`src/rtl/xfer_pkg.sv`:
```
package xfer_pkg;

    typedef enum logic [1:0] {
        ST_IDLE  = 2'd0,
        ST_READ  = 2'd1,
        ST_WRITE = 2'd2
    } xfer_state_e;

    // configuration word layout; other blocks decode these positions
    localparam int CFG_REPEAT_BIT = 2;
    localparam int CFG_WSZ_LSB    = 24;
    localparam int CFG_RSZ_LSB    = 28;
    localparam int CFG_SZ_W       = 4;

endpackage

```
`src/rtl/xfer_cfg_decode.sv`:
```
module xfer_cfg_decode
    import xfer_pkg::*;
#(
    parameter int MAX_LOG2 = 6,
    localparam int LEN_W   = MAX_LOG2 + 1
) (
    input  logic [CFG_SZ_W-1:0] wsz_i,
    input  logic [CFG_SZ_W-1:0] rsz_i,
    output logic                mismatch_o,
    output logic [LEN_W-1:0]    chunk_o
);

    logic [CFG_SZ_W-1:0] capped;

    always_comb begin
        mismatch_o = (wsz_i != rsz_i);
        capped     = (wsz_i > CFG_SZ_W'(MAX_LOG2)) ? CFG_SZ_W'(MAX_LOG2) : wsz_i;
        chunk_o    = LEN_W'(1) << capped;
    end

endmodule

```
`src/rtl/xfer_chunk_buf.sv`:
```
module xfer_chunk_buf #(
    parameter int MAX_LOG2 = 6,
    localparam int DEPTH   = 1 << MAX_LOG2
) (
    input  logic                clk,
    input  logic                wr_en_i,
    input  logic [MAX_LOG2-1:0] wr_idx_i,
    input  logic [7:0]          wr_data_i,
    input  logic [MAX_LOG2-1:0] rd_idx_i,
    output logic [7:0]          rd_data_o
);

    logic [7:0] store [DEPTH];

    always_ff @(posedge clk) begin
        if (wr_en_i) begin
            store[wr_idx_i] <= wr_data_i;
        end
    end

    assign rd_data_o = store[rd_idx_i];

endmodule

```
`src/rtl/xfer_exec_regs.sv`:
```
module xfer_exec_regs #(
    parameter int ADDR_W   = 32,
    parameter int CNT_W    = 32,
    parameter int MAX_LOG2 = 6,
    localparam int LEN_W   = MAX_LOG2 + 1
) (
    input  logic              clk,
    input  logic              rst_n,
    input  logic              load_i,
    input  logic              restore_i,
    input  logic              advance_i,
    input  logic [ADDR_W-1:0] ld_src_i,
    input  logic [ADDR_W-1:0] ld_dst_i,
    input  logic [CNT_W-1:0]  ld_cnt_i,
    input  logic [LEN_W-1:0]  step_i,
    output logic [ADDR_W-1:0] src_o,
    output logic [ADDR_W-1:0] dst_o,
    output logic [CNT_W-1:0]  cnt_o
);

    logic [ADDR_W-1:0] base_src, base_dst;
    logic [CNT_W-1:0]  base_cnt;

    always_ff @(posedge clk) begin
        if (!rst_n) begin
            src_o    <= '0;
            dst_o    <= '0;
            cnt_o    <= '0;
            base_src <= '0;
            base_dst <= '0;
            base_cnt <= '0;
        end else if (load_i) begin
            src_o    <= ld_src_i;
            dst_o    <= ld_dst_i;
            cnt_o    <= ld_cnt_i;
            base_src <= ld_src_i;
            base_dst <= ld_dst_i;
            base_cnt <= ld_cnt_i;
        end else if (restore_i) begin
            src_o <= base_src;
            dst_o <= base_dst;
            cnt_o <= base_cnt;
        end else if (advance_i) begin
            src_o <= src_o + ADDR_W'(step_i);
            dst_o <= dst_o + ADDR_W'(step_i);
            cnt_o <= cnt_o - CNT_W'(step_i);
        end
    end

endmodule

```
`src/rtl/xfer_engine.sv`:
```
module xfer_engine
    import xfer_pkg::*;
#(
    parameter int ADDR_W   = 32,
    parameter int CNT_W    = 32,
    parameter int MAX_LOG2 = 6
) (
    input  logic              clk,
    input  logic              rst_n,
    input  logic              start_i,
    input  logic [ADDR_W-1:0] src_i,
    input  logic [ADDR_W-1:0] dst_i,
    input  logic [CNT_W-1:0]  count_i,
    input  logic [31:0]       cfg_i,
    output logic              busy_o,
    output logic              done_o,
    output logic              err_o,
    output logic [ADDR_W-1:0] exec_src_o,
    output logic [ADDR_W-1:0] exec_dst_o,
    output logic [CNT_W-1:0]  exec_cnt_o,
    output logic              mem_req_o,
    output logic              mem_we_o,
    output logic [ADDR_W-1:0] mem_addr_o,
    output logic [7:0]        mem_wdata_o,
    input  logic              mem_ack_i,
    input  logic [7:0]        mem_rdata_i
);

    localparam int LEN_W = MAX_LOG2 + 1;

    xfer_state_e state, state_nx;

    logic [LEN_W-1:0] idx_q, len_q, chunk_q;
    logic             rpt_q, done_q, err_q;

    logic [LEN_W-1:0] chunk_sz, first_len, next_len;
    logic [CNT_W-1:0] rem_after;
    logic             size_bad, accept, last_byte, last_chunk;
    logic             exec_load, exec_adv, exec_rst;
    logic             buf_we;
    logic [7:0]       buf_rd;

    logic unused_cfg_bits;
    assign unused_cfg_bits = ^{cfg_i[CFG_WSZ_LSB-1:CFG_REPEAT_BIT+1], cfg_i[CFG_REPEAT_BIT-1:0]};

    xfer_cfg_decode #(.MAX_LOG2(MAX_LOG2)) u_dec (
        .wsz_i      (cfg_i[CFG_WSZ_LSB +: CFG_SZ_W]),
        .rsz_i      (cfg_i[CFG_RSZ_LSB +: CFG_SZ_W]),
        .mismatch_o (size_bad),
        .chunk_o    (chunk_sz)
    );

    xfer_chunk_buf #(.MAX_LOG2(MAX_LOG2)) u_buf (
        .clk       (clk),
        .wr_en_i   (buf_we),
        .wr_idx_i  (idx_q[MAX_LOG2-1:0]),
        .wr_data_i (mem_rdata_i),
        .rd_idx_i  (idx_q[MAX_LOG2-1:0]),
        .rd_data_o (buf_rd)
    );

    xfer_exec_regs #(.ADDR_W(ADDR_W), .CNT_W(CNT_W), .MAX_LOG2(MAX_LOG2)) u_exec (
        .clk       (clk),
        .rst_n     (rst_n),
        .load_i    (exec_load),
        .restore_i (exec_rst),
        .advance_i (exec_adv),
        .ld_src_i  (src_i),
        .ld_dst_i  (dst_i),
        .ld_cnt_i  (count_i),
        .step_i    (len_q),
        .src_o     (exec_src_o),
        .dst_o     (exec_dst_o),
        .cnt_o     (exec_cnt_o)
    );

    // chunk length arithmetic
    always_comb begin
        first_len  = (count_i >= CNT_W'(chunk_sz)) ? chunk_sz : count_i[LEN_W-1:0];
        rem_after  = exec_cnt_o - CNT_W'(len_q);
        next_len   = (rem_after >= CNT_W'(chunk_q)) ? chunk_q : rem_after[LEN_W-1:0];
        last_byte  = (idx_q == len_q - LEN_W'(1));
        last_chunk = (exec_cnt_o == CNT_W'(len_q));
        accept     = (state == ST_IDLE) && start_i && (count_i != '0) && !size_bad;
    end

    // state register
    always_ff @(posedge clk) begin
        if (!rst_n) begin
            state <= ST_IDLE;
        end else begin
            state <= state_nx;
        end
    end

    // transitions
    always_comb begin
        state_nx = state;
        unique case (state)
            ST_IDLE: begin
                if (accept) state_nx = ST_READ;                  // accept
            end
            ST_READ: begin
                if (mem_ack_i && last_byte) state_nx = ST_WRITE; // chunk_read
            end
            ST_WRITE: begin
                if (mem_ack_i && last_byte) begin
                    state_nx = last_chunk ? ST_IDLE : ST_READ;   // finish / chunk_next
                end
            end
            default: state_nx = ST_IDLE;
        endcase
    end

    // outputs
    always_comb begin
        busy_o      = (state != ST_IDLE);
        mem_req_o   = (state == ST_READ) || (state == ST_WRITE);
        mem_we_o    = (state == ST_WRITE);
        mem_addr_o  = ((state == ST_WRITE) ? exec_dst_o : exec_src_o) + ADDR_W'(idx_q);
        mem_wdata_o = buf_rd;
        done_o      = done_q;
        err_o       = err_q;
        buf_we      = (state == ST_READ) && mem_ack_i;
        exec_load   = accept;
        exec_adv    = (state == ST_WRITE) && mem_ack_i && last_byte;
        exec_rst    = exec_adv && last_chunk && rpt_q;
    end

    // datapath registers
    always_ff @(posedge clk) begin
        if (!rst_n) begin
            idx_q   <= '0;
            len_q   <= '0;
            chunk_q <= '0;
            rpt_q   <= 1'b0;
            done_q  <= 1'b0;
            err_q   <= 1'b0;
        end else begin
            unique case (state)
                ST_IDLE: begin
                    if (start_i) begin
                        if (count_i == '0) begin             // refuse_zero
                            done_q <= 1'b1;
                            err_q  <= 1'b0;
                        end else if (size_bad) begin         // refuse_size
                            done_q <= 1'b0;
                            err_q  <= 1'b1;
                        end else begin                       // accept
                            done_q  <= 1'b0;
                            err_q   <= 1'b0;
                            idx_q   <= '0;
                            len_q   <= first_len;
                            chunk_q <= chunk_sz;
                            rpt_q   <= cfg_i[CFG_REPEAT_BIT];
                        end
                    end
                end
                ST_READ: begin
                    if (mem_ack_i) begin
                        idx_q <= last_byte ? '0 : idx_q + LEN_W'(1);
                    end
                end
                ST_WRITE: begin
                    if (mem_ack_i) begin
                        if (last_byte) begin
                            idx_q <= '0;
                            if (last_chunk) begin
                                done_q <= 1'b1;
                            end else begin
                                len_q <= next_len;
                            end
                        end else begin
                            idx_q <= idx_q + LEN_W'(1);
                        end
                    end
                end
                default: ;
            endcase
        end
    end

endmodule

```
`config.mk`:
```
export PLATFORM = sky130hd
export DESIGN_NAME = xfer_engine
export DESIGN_NICKNAME = d
export VERILOG_FILES = /design/src/rtl/xfer_pkg.sv /design/src/rtl/xfer_cfg_decode.sv /design/src/rtl/xfer_chunk_buf.sv /design/src/rtl/xfer_exec_regs.sv /design/src/rtl/xfer_engine.sv
export SDC_FILE = /design/constraint.sdc
export NUM_CORES = 1
export LEC_CHECK = 0
export ABC_AREA = 1
export BUFFER_PORTS_ARGS = -buffer_cell sky130_fd_sc_hd__buf_2
export CAP_MARGIN = 20
export CORE_UTILIZATION = 35
export DETAILED_ROUTE_END_ITERATION = 10
export GPL_ROUTABILITY_DRIVEN = 0
export SYNTH_ARGS = -nofsm -noshare
export SYNTH_HDL_FRONTEND = slang
export SYNTH_SLANG_ARGS = --single-unit
```
`constraint.sdc`:
```
create_clock -name clk -period 5 [get_ports clk]
set_clock_uncertainty 0.15 [all_clocks]
set_input_delay 0.5 -clock clk [delete_from_list [all_inputs] [get_ports clk]]
set_output_delay 0.5 -clock clk [all_outputs]
set_load 0.005 [all_outputs]
```
==> out/metrics.cfg <==
[sta]
worstMarginPinSlew_ps=1040
setup_tns_ps=0
fin_crit_sh_pct=93.0
timing.slew.headroom_pct=30.8
timing.hold.ws_ps=18.1
final_hold_viol_count=0
setup_viol=0
clock.fmax_mhz=215
fin_crit_ps=4650
final-max-slew-violation-count=0
rsz0062_at_grt=no

[synth]
synth_cell_types=56
yosys.area_share.simple_pct=18.9
synth_edf_count=512
synth_xor_area_share_pct=2.36
synthTopCellsByArea=edfxtp_1 (44%), dfxtp_1 (13%), nand2_1 (7.3%)
synthMuxAreaShare_pct=0
ys_warn_count=0
syn-num-nets=4139
ys_ff_latch=736
synth_top_family_by_area=simple AND/OR/NAND/NOR gates
synth-compound-area-share_pct=14.3
yosysMostFrequentCell=nand2_1
synthArstFlopShare_pct=0
ys_seq_area_share_pct=56.4
ys_top_cells_by_count=nand2_1 (682), nor2_1 (596), edfxtp_1 (512), o21ai_0 (458), inv_1 (297)
yosysTopAreaCellShare_pct=43.7
syn-cell-area_um2=35200
avgSynthCellArea_um2=8.92
yosysTopAreaCell=edfxtp_1
ys.flop_type=edfxtp_1
synthCells=3946
synthAdderAreaFrac_pct=1.97

[floorplan]
std_cell_rows=115
die_width_um=319
start_util_pct=35.6
dieArea_um2=102000
coreArea_um2=99000
boundaryPins=281
fp.dieH_um=319

[cells_and_area]
layoutNonFillerInstCount=5543
layout-drive-gt1-share_pct=10.9
fin_nets=4384
insertedDiodeCount=0
syn2layout_area_growth_pct=17.0

[clocking]
clock-sinks=736
htreeDepth=3
clk_pin_slew_worst_paths_ps=60
cts_made_buffers=82
clk_latency_ps=650
clock_path_buffers=3
clock-root-buffer=clkbuf_16
cts_tree=yes

[route]
routedWlPerCell_um=20.1
wl_met3_mm=7.55
highest_layer=met5
drt-initial-drc-count=2913
detail_route.vias_per_cell=5.32
wl_met2_mm=50.6
routed_wl_mm=111
vias=29500
wl_met1_mm=48.5
ant_nets=0
drc=0
drtPass1Iterations=8

[power_and_ir_drop]
power_leakage_nw=15.3
p_total_mw=18.9
vdd_drop_max_mv=0.317
power.density_nw_per_um2=460

[global_routing]
grt_max_degree=140
grt_use_total_pct=21.3
grt_pass1_wl_mm=167
grt.overflow.total=0
first_global_vias=27400
antenna_found_initial=1

[critical_path]
cp_max_fo=13
critPathCaptureType=output pin
crit_type=flip-flop to output pin
startpoint_type=flip-flop
worstPathArrival_ps=4000
cp.required_ps=4350

[flow_run]
drv_cap=0

[placement]
port_buffers=257
dp_hpwl_mm=71.0
dp.cells=5315

[status]
status=finished clean

[hold_path]
min_path_type=input port to flip-flop

==> cells in the final DEF (no fill, tap or decap), types with 14 or more instances in the layout <==
cell           netlist  routed
nand2_1            682     682
nor2_1             596     595
edfxtp_1           512     512
o21ai_0            458     458
inv_1              297     294
buf_2               50     257
a21oi_1            240     240
dfxtp_1            224     221
nand3_1            173     173
o22ai_1            136     136
clkbuf_16            0      82
xor2_1              78      78
dlygate4sd3_1        0      77
nand4_1             51      51
ha_1                49      48
nor3_1              36      35
o21ai_1             33      33
buf_4                8      33
clkinv_1             4      21
clkbuf_1           145      18
xnor2_1             17      17
nor4_1              16      16
o221ai_1            14      14
==> sequential cells by signal (all words and copies together) (netlist names), named ones only <==
register,count
u_exec.src_o,32
err_o,1
len_q,7
u_exec.base_src,32
u_exec.base_dst,32
done_o,1
idx_q,7
rpt_q,1
state,2
u_exec.dst_o,32
chunk_q,7
u_exec.base_cnt,32
u_buf.store,512
u_exec.cnt_o,32
==> power by group <==
group          leakage, nW  internal [mW]  switching (mW)
Sequential            6.41           6.64           0.245
Combinational         7.54           1.87            3.96
Clock                 1.33           3.65            2.58
Total                 15.3           12.2            6.79
==> kinds of logic after synthesis <==
| family | count (synthesis) |
|---|---|
| compound gates | 934 |
| xor+xnor | 95 |
| fa+ha+maj | 53 |
| buf+inv | 525 |
| flops | 736 |
| simple gates | 1603 |
==> through the flow <==
stage	cell area, um^2	utilization, %	setup WS [ps]
2_1_floorplan	35200	-	561
3_3_place_gp	37600	38.0	780
3_5_place_dp	37600	38.0	707
4_1_cts	41100	41.5	125
5_1_grt	41200	41.6	29.9
6_report	41200	41.6	351
==> cell type report <==
type	instances	area [um^2]
clock buffers	102	2150
flip-flops and latches	736	19900
multi-input cells	2685	13300
inverters	311	1180
well taps	1287	1610
repair buffers	375	2460
fillers	9775	57800
clock inverters	47	622
==> worst max-delay path, cell delays in order (launching register included) <==
cell and delay [ps]:
dfxtp_1 350, inv_1 140, ha_4 220, buf_4 230
nand2_1 90, o21ai_0 110, ha_1 220, fa_1 210
nand3_1 80, nand2_1 110, a21oi_1 80, o21bai_2 150
nand2_1 110, a21oi_4 200, nand3_1 150, nor2_2 170
nand2_1 140, nor2_1 200, nand2_1 90, xor2_1 140
buf_2 160
==> layer usage <==
metal | global-route usage [%] | vias to the layer above
li1 | - | 14100
met1 | 29.1 | 14100
met2 | 33.6 | 1165
met3 | 3.04 | 229
met4 | 8.92 | 2
met5 | 0 | -
==> final timing paths <==
path                                                       from                              end  slack, ps  cells past startpoint
worst max register to register            len_q[6]$_SDFFE_PN0P_    u_exec.dst_o[16]$_SDFFE_PN0P_       1120                     16
worst min register to register  u_exec.base_cnt[3]$_SDFFE_PN0P_  u_exec.base_cnt[3]$_SDFFE_PN0P_        310                      2
worst min-delay path                                   dst_i[0]  u_exec.base_dst[0]$_SDFFE_PN0P_         20                      3
worst max-delay path                      state[0]$_SDFFE_PN0P_                   mem_addr_o[28]        350                     20
==> repair_timing <==
action / in CTS / in global routing
hold buffers: 77 / 0
gates resized for setup: 1 / 4
setup buffers: 0 / 2
hold endpoints to repair: 103 / 0
setup endpoints to repair: 2 / 8
No activity file was read; power rests on OpenSTA's default activity.
